[config.mk]
export PLATFORM = sky130hd
export DESIGN_NAME = alu_bitslice
export DESIGN_NICKNAME = d
export VERILOG_FILES = /design/src/rtl/alu_pkg.sv /design/src/rtl/alu_ctrl.sv /design/src/rtl/alu_slice.sv /design/src/rtl/alu_datapath.sv /design/src/rtl/alu_bitslice.sv
export SDC_FILE = /design/constraint.sdc
export NUM_CORES = 1
export LEC_CHECK = 0
export ABC_AREA = 1
export CORE_MARGIN = 2
export CORE_UTILIZATION = 45
export DETAILED_ROUTE_END_ITERATION = 16
export DONT_BUFFER_PORTS = 1
export GPL_ROUTABILITY_DRIVEN = 0
export PLACE_DENSITY = 0.65
export SLEW_MARGIN = 15
export SYNTH_ARGS = -nofsm -noshare
export SYNTH_HDL_FRONTEND = slang
export SYNTH_SLANG_ARGS = --single-unit
[constraint.sdc]
create_clock -name vclk -period 24.5
set_input_delay 3.675 -clock vclk [all_inputs]
set_output_delay 3.675 -clock vclk [all_outputs]
set_load 0.02 [all_outputs]
[src/rtl/alu_pkg.sv]
package alu_pkg;

  localparam logic [2:0] CODE_AND = 3'b000;
  localparam logic [2:0] CODE_OR  = 3'b001;
  localparam logic [2:0] CODE_ADD = 3'b010;
  localparam logic [2:0] CODE_SUB = 3'b110;
  localparam logic [2:0] CODE_SLT = 3'b111;

  typedef enum logic [2:0] {
    SEL_NONE = 3'd0,
    SEL_AND  = 3'd1,
    SEL_OR   = 3'd2,
    SEL_SUM  = 3'd3,
    SEL_LESS = 3'd4
  } sel_e;

  typedef struct packed {
    logic invertB;
    logic carryIn;
    sel_e sel;
    logic arithFlags;
  } strobe_t;

endpackage

[src/rtl/alu_ctrl.sv]
module alu_ctrl
  import alu_pkg::*;
(
  input  logic [2:0] opCode,
  output strobe_t    strobe
);

  always_comb begin
    strobe = '{invertB: 1'b0, carryIn: 1'b0, sel: SEL_NONE, arithFlags: 1'b0};
    case (opCode)
      CODE_AND: strobe.sel = SEL_AND;
      CODE_OR:  strobe.sel = SEL_OR;
      CODE_ADD: begin
        strobe.sel        = SEL_SUM;
        strobe.arithFlags = 1'b1;
      end
      CODE_SUB: begin
        strobe.sel        = SEL_SUM;
        strobe.invertB    = 1'b1;
        strobe.carryIn    = 1'b1;
        strobe.arithFlags = 1'b1;
      end
      CODE_SLT: begin
        strobe.sel     = SEL_LESS;
        strobe.invertB = 1'b1;
        strobe.carryIn = 1'b1;
      end
      default: ;
    endcase
  end

  // a subtracting code must both invert B and inject a carry of one
  always_comb begin
    p_sub_inject_r4: assert (strobe.invertB == strobe.carryIn)
      else $error("invert-B and carry-in strobes disagree");
  end

endmodule

[src/rtl/alu_slice.sv]
module alu_slice
  import alu_pkg::*;
(
  input  logic aBit,
  input  logic bBit,
  input  logic lessIn,
  input  logic carryIn,
  input  logic invertB,
  input  sel_e sel,
  output logic resBit,
  output logic sumBit,
  output logic carryOut
);

  logic bEff;

  always_comb begin
    bEff     = bBit ^ invertB;
    sumBit   = aBit ^ bEff ^ carryIn;
    carryOut = (aBit & bEff) | (carryIn & (aBit ^ bEff));
    case (sel)
      SEL_AND:  resBit = aBit & bBit;
      SEL_OR:   resBit = aBit | bBit;
      SEL_SUM:  resBit = sumBit;
      SEL_LESS: resBit = lessIn;
      default:  resBit = 1'b0;
    endcase
  end

endmodule

[src/rtl/alu_datapath.sv]
module alu_datapath
  import alu_pkg::*;
#(
  parameter int WIDTH = 32
) (
  input  logic [WIDTH-1:0] opA,
  input  logic [WIDTH-1:0] opB,
  input  strobe_t          strobe,
  output logic [WIDTH-1:0] result,
  output logic             isZero,
  output logic             overflow,
  output logic             carryOut
);

  localparam int MSB = WIDTH - 1;

  logic [WIDTH:0]   carry;
  logic [WIDTH-1:0] sum;
  logic             ovfRaw;
  logic             setSign;

  assign carry[0] = strobe.carryIn;

  for (genvar i = 0; i < WIDTH; i++) begin : g_slice
    logic lessBit;
    if (i == 0) begin : g_lsb
      assign lessBit = setSign;
    end else begin : g_upper
      assign lessBit = 1'b0;
    end
    alu_slice u_slice (
      .aBit    (opA[i]),
      .bBit    (opB[i]),
      .lessIn  (lessBit),
      .carryIn (carry[i]),
      .invertB (strobe.invertB),
      .sel     (strobe.sel),
      .resBit  (result[i]),
      .sumBit  (sum[i]),
      .carryOut(carry[i+1])
    );
  end

  always_comb begin
    ovfRaw   = carry[WIDTH] ^ carry[MSB];
    setSign  = sum[MSB] ^ ovfRaw;
    isZero   = ~|result;
    overflow = strobe.arithFlags & ovfRaw;
    carryOut = strobe.arithFlags & carry[WIDTH];
  end

  // the slice ripple must agree with a word-level sum
  always_comb begin
    p_ripple_sum_r3: assert (sum == (opA + (opB ^ {WIDTH{strobe.invertB}})
                                     + {{(WIDTH-1){1'b0}}, strobe.carryIn}))
      else $error("ripple sum mismatch");
  end

  // the less-than result uses bit 0 only
  always_comb begin
    p_slt_upper_r5: assert (strobe.sel != SEL_LESS || result[MSB:1] == '0)
      else $error("less-than set upper bits");
  end

endmodule

[src/rtl/alu_bitslice.sv]
module alu_bitslice
  import alu_pkg::*;
#(
  parameter int WIDTH = 32
) (
  input  logic [WIDTH-1:0] opA,
  input  logic [WIDTH-1:0] opB,
  input  logic [2:0]       opCode,
  output logic [WIDTH-1:0] result,
  output logic             isZero,
  output logic             overflow,
  output logic             carryOut
);

  strobe_t strobe;

  alu_ctrl u_ctrl (
    .opCode(opCode),
    .strobe(strobe)
  );

  alu_datapath #(.WIDTH(WIDTH)) u_dp (
    .opA     (opA),
    .opB     (opB),
    .strobe  (strobe),
    .result  (result),
    .isZero  (isZero),
    .overflow(overflow),
    .carryOut(carryOut)
  );

  // signed comparison outcome in bit 0
  always_comb begin
    p_slt_signed_r5: assert (opCode != CODE_SLT ||
                             result[0] == ($signed(opA) < $signed(opB)))
      else $error("signed less-than wrong");
  end

  // zero after subtract means equal operands
  always_comb begin
    p_eq_zero_r6: assert (opCode != CODE_SUB || isZero == (opA == opB))
      else $error("zero flag does not reflect equality");
  end

  // unused codes give zeros and no flags
  always_comb begin
    p_unused_quiet_r8: assert (!(opCode inside {3'b011, 3'b100, 3'b101}) ||
                               (result == '0 && !overflow && !carryOut))
      else $error("unused code produced output");
  end

  // no arithmetic flags on logic or less-than codes
  always_comb begin
    p_no_flags_r9: assert (!(opCode inside {CODE_AND, CODE_OR, CODE_SLT}) ||
                           (!overflow && !carryOut))
      else $error("flags raised on non-arithmetic code");
  end

endmodule

==> results of run 1 <==
==> power groups by stage <==
stage          clock (W)  combinational, W  sequential (W)
2_1_floorplan          0         0.0000608               0
3_3_place_gp           0         0.0000582               0
3_5_place_dp           0         0.0000590               0
4_1_cts                0         0.0000594               0
5_1_grt                0         0.0000677               0
6_report               0         0.0000585               0
==> cell type report <==
type,count,area [um2],area share [%]
Multi-Input combinational cell,279,1930,83.4
Inverter,74,280,12.1
Tap cell,72,90.1,3.88
Timing Repair Buffer,2,15.0,0.647
==> how the worst max path moves through the flow <==
stage	end	slack, ns	startpoint
floorplan	isZero	4.14	opCode[2]
global placement	isZero	3.30	opCode[2]
detailed placement	isZero	3.16	opCode[2]
CTS	isZero	3.13	opCode[2]
global route	isZero	2.55	opCode[2]
finish	isZero	3.17	opCode[2]
==> cell usage after synthesis <==
master    count  area share [%]
a21oi_1       1            0.19
buf_1         1            0.15
buf_2         7             1.4
buf_4        34             9.9
buf_6         4             1.8
clkbuf_1      4            0.58
fa_1         32              25
ha_1          2            0.97
inv_1        72              11
inv_2         1            0.15
inv_4         1            0.24
nand2_1      88              13
nand2_4       1            0.44
nand3_1      67              13
nand3_2       2            0.78
nand3b_1      6             1.8
nand4_1      18             4.4
nor2_1       24             3.5
nor2_4        1            0.44
nor3_1        1            0.19
o21ai_0       2            0.39
or2_2         3            0.73
xnor2_1       3             1.0
xor2_1       28             9.6
==> layer usage <==
metal / wire length, um / up-vias
met3: 508 / 0
met1: 2430 / 999
met2: 2760 / 74
met5: 0 / -
li1: - / 1109
met4: 0 / 0
==> kinds of logic after synthesis <==
group,Yosys count
xor gates and xnor gates,31
AOI/OAI and AO/OA,3
adders and majority gates,34
buffers and inverters,124
and+or+nand+nor,211
==> metrics by stage <==
step	std cells	hold slack [ns]	setup WS, ns
3_5_place_dp	427	7.52	3.16
4_1_cts	427	7.52	3.13
5_1_grt	427	7.53	2.55
6_report	427	7.52	3.17
3_3_place_gp	427	7.52	3.30
2_1_floorplan	403	7.51	4.14
==> out/metrics.cfg, run 1 <==
[outcome]
status=finished clean

[cells_and_area]
clock_buffers=0
layout_common_cells=nand2_1, inv_1, nand3_1
syn2layout_area_growth_pct=-9.61
seq_cells=0
seqCellArea_um2=0
drive_above_1_share_pct=3.38
nFillCells=614
layout_commonest_cell=nand2_1
nNetsFinal=458
finish.utilization_pct=42.1
stdcell_area_um2=2320
antenna_cells=0

[detailed_routing]
drt-initial-drc-count=124
drc=0
detail_route.wl_per_cell_um=13.4
num_vias=2182
via_per_inst=5.11
wl_um=5710
ant_nets=0
drt-pass1-iter-count=5

[power]
power.total_w=0.0000585
clkPwrFrac_pct=0
power.density_nw_per_um2=25.2
p_comb_share_pct=100.0
vdd_ir_drop_max_uv=9.27
p_int_w=0.0000199
p_sw_w=0.0000387
power.leakage_nw=1.22
switching_share_pct=66.1
power.share.sequential_pct=0

[sta]
fin_crit_sh_pct=87.1
drv_slew=0
setup_viol=0
rsz0062_at_grt=no
hold_viol=0
setup_tns_ns=0
worst_slew_pin_slew_ns=0.692
slew_headroom_pct=53.8
fin_crit_ns=21.33
max_freq_ghz=0.0469

[placement]
port-buffer-count=0
dp_hpwl_um=4340
place_area_um2=2320

[synthesis]
synthXorXnorAreaFrac_pct=10.6
synth_area_per_cell_um2=6.37
synth-warning-count=0
yosysSeqAreaShare_pct=0
syn_inst=403
synth_compound_area_share_pct=0.585
synth_top_family_by_area=simple AND/OR/NAND/NOR gates
synth-simple-area-share_pct=38.2
synth_cell_types=24
synthAdderAreaFrac_pct=25.9
synth_area_um2=2570
synth_nets=504
yosys-mux-area-fraction_pct=0

[global_routing]
grt_remaining_overflow=0
grtUsageTotal_pct=18.0
grt_most_used_layer=met2
grt_pass1_vias=2172
antenna_found_initial=0
met3_usage_pct=3.39
met1_usage_pct=23.6
use_met2_pct=32.5
grt_max_degree=64
grt_pass1_wl_um=9530

[worst_setup_path]
cp.depth=43
cp_slowest_cell=buf_4
crit_family=adder cells
path_buf_inv=3
start_kind=primary input
path_class=in2out
critical_path_peak_fanout=33
critPathMostFrequentCell=fa_1
cp.arrival_ns=17.65
cp-end-kind=primary output
slowest_delay_ns=0.42
crit_required_ns=20.82

[cts]
cts_resized=0
postCtsSetupBuffers=0
cts-hold-fix-buffers=0

[floorplanning]
rows=27
die_h_um=79.5
floorplan.initialDensity_pct=46.6
coreArea_um2=5510
die_w_um=79.5
io_pins=102
die_area_um2=6320

[worst_hold_path]
hold_end=carryOut
min_from=opCode[1]
min_path_cells=2
hold_class=in2out

[job]
max_cap_violations=0

(Power assumes the default switching activity.)
==> inputs of run 2 (changes only) <==
--- a/config.mk
+++ b/config.mk
@@ -5,13 +5,13 @@
 export SDC_FILE = /design/constraint.sdc
 export NUM_CORES = 1
 export LEC_CHECK = 0
-export ABC_AREA = 1
+export ABC_AREA = 0
 export CORE_MARGIN = 2
 export CORE_UTILIZATION = 45
 export DETAILED_ROUTE_END_ITERATION = 16
 export DONT_BUFFER_PORTS = 1
 export GPL_ROUTABILITY_DRIVEN = 0
-export PLACE_DENSITY = 0.65
+export PLACE_DENSITY = 0.59
 export SLEW_MARGIN = 15
 export SYNTH_ARGS = -nofsm -noshare
 export SYNTH_HDL_FRONTEND = slang
==> run 2 against run 1 <==
Worst setup slack got worse by 0.54 ns. Largest cell class unchanged. Worst hold slack got worse by 0.052 ns. Synthesized area fell by 12%. Sequential share of layout area did not move. Largest power group unchanged. Non-clock buffer count did not move. Clock-buffer cell count did not move. Flip-flop and latch count did not move. Highest routed layer unchanged. Wire length fell by 12%. Die area fell by 11%. Power fell by 5.0%. Fmax fell by 2.5%.
==> out/metrics.cfg, run 2 <==
[outcome]
status=finished clean

[synthesis]
yosysSeqAreaShare_pct=0  ; unchanged
synth_area_um2=2260  ; -12%
netlist_top_cells_area=fa_1, xnor2_1, buf_4
synth_common_cells=buf_4, fa_1, xnor2_1, nand2_1, and3b_1
synth_area_per_cell_um2=9.05  ; +42%
synth_nets=351  ; -30%
synth_top_area_share_pct=28.3  ; +3.3 points
synth-warning-count=0  ; unchanged
synth_most_common_cell=buf_4
synth_cell_types=29  ; +21%
syn_inst=250  ; -38%
yosysTopAreaCell=fa_1

[global_routing]
grt_max_degree=58  ; -9.4%
grt_remaining_overflow=0  ; unchanged
antenna_found_initial=0  ; unchanged
grt_pass1_vias=1551  ; -29%
grtUsageTotal_pct=17.0  ; -1.0 points
grt_pass1_wl_um=7590  ; -20%

[placement]
dp_hpwl_um=4080  ; -6.0%
port-buffer-count=0  ; unchanged

[detailed_routing]
via_per_inst=5.80  ; +13%
ant_nets=0  ; unchanged
drt-pass1-iter-count=4  ; -1
drt-initial-drc-count=29  ; -77%
wl_um=5000  ; -12%
drc=0  ; unchanged
detail_route.wl_per_cell_um=18.6  ; +39%
num_vias=1559  ; -29%

[cells_and_area]
layout_commonest_cell=fa_1
layout_common_cells=fa_1, xnor2_1, nand2_1
multi_input_comb_area_um2=1910  ; -1.4%
seqCellArea_um2=0  ; unchanged
finish.utilization_pct=42.6  ; +0.49 points
syn2layout_area_growth_pct=-9.89
nFillCells=503  ; -18%
antenna_cells=0  ; unchanged
nNetsFinal=305  ; -33%
drive_above_1_share_pct=12.4  ; +9.0 points
seq_cells=0  ; unchanged
clock_buffers=0  ; unchanged

[worst_setup_path]
critPathMostFrequentCell=fa_1
cp.arrival_ns=18.19  ; +0.54 ns
cp-end-kind=primary output
crit_family=adder cells
crit_required_ns=20.82  ; about the same
slowest_delay_ns=0.51  ; +0.09 ns
critical_path_peak_fanout=17  ; -48%
start_kind=primary input
path_buf_inv=2  ; -1
cp_slowest_cell=or4_1
path_class=in2out

[floorplanning]
die_w_um=74.9  ; -5.8%
die_area_um2=5610  ; -11%
floorplan.initialDensity_pct=47.3  ; +0.69 points
rows=25  ; -7.4%
coreArea_um2=4790  ; -13%
io_pins=102  ; unchanged
die_h_um=74.9  ; -5.8%

[job]
max_cap_violations=0  ; unchanged

[sta]
rsz0062_at_grt=no
drv_slew=0  ; unchanged
slew_headroom_pct=32.3  ; -21 points
worst_slew_pin_slew_ns=1.01  ; +0.322 ns
fin_crit_sh_pct=89.3  ; +2.2 points
fin_crit_ns=21.87  ; +0.538 ns
max_freq_ghz=0.0457  ; -2.5%
hold_viol=0  ; unchanged
setup_tns_ns=0  ; unchanged
setup_viol=0  ; unchanged

[cts]
cts_resized=0  ; unchanged
postCtsSetupBuffers=0  ; unchanged
cts-hold-fix-buffers=0  ; unchanged

[power]
power.leakage_nw=0.798  ; -35%
vdd_ir_drop_max_uv=10.4  ; +12%
power.density_nw_per_um2=27.3  ; +8.0%

[worst_hold_path]
hold_class=in2out

==> run 2: cell count changes after synthesis, sizes merged, moves of 18 or more <==
| cell | delta |
|---|---|
| nand2 | -66 |
| inv | -65 |
| nand3 | -60 |
| maj3 | +31 |
| xnor2 | +27 |
| xor2 | -26 |
| nor2 | -25 |
| a31o | +21 |
| and3b | +20 |
| nand4 | -18 |
==> run 2: layout make-up <==
| cell class | instances | share of cell area (%) |
|---|---|---|
| tap | 67 | 4.11 |
| timing repair buffer | 2 | 0.736 |
| inverter | 9 | 1.66 |
| multi-input combinational | 191 | 93.5 |
==> run 2: logic make-up (layout without fill, tap and decap cells) <==
logic type | count (synthesis) | in the layout | synth area share, %
buf+inv | 59 | 11 | 15.9
simple gates | 68 | 68 | 18.6
xor+xnor | 32 | 32 | 12.4
compound gates | 26 | 26 | 9.34
fa+ha+maj | 65 | 65 | 43.8
==> run 2: metrics by stage <==
step                      setup WS (ns)  hold WS [ns]  cells  power [W]  cell area, um2
after floorplan                    3.18          7.56    250  0.0000578            2260
after global placement             2.67          7.45    269  0.0000558            2040
after detailed placement           2.55          7.45    269  0.0000565            2040
after CTS                          2.50          7.45    269  0.0000566            2040
after global routing               2.12          7.46    269  0.0000629            2040
final                              2.63          7.47    269  0.0000556            2040
==> run 2: metal layers <==
metal / up-vias / global-route usage, % / wire length (um)
met5: - / 0 / 0
met4: 0 / 0 / 0
met3: 0 / 2.01 / 350
met2: 48 / 30.9 / 2540
met1: 775 / 23.1 / 2110
li1: 736 / - / -
==> run 2: path summary, 6_finish.rpt <==
path	startpoint	endpoint	cells past startpoint
worst max-delay path	opCode[2]	isZero	40
worst min-delay path	opCode[0]	overflow	1
==> run 2: power by group <==
group          internal [W]  switching, W
sequential                0             0
clock                     0             0
combinational     0.0000235     0.0000321
total             0.0000235     0.0000321
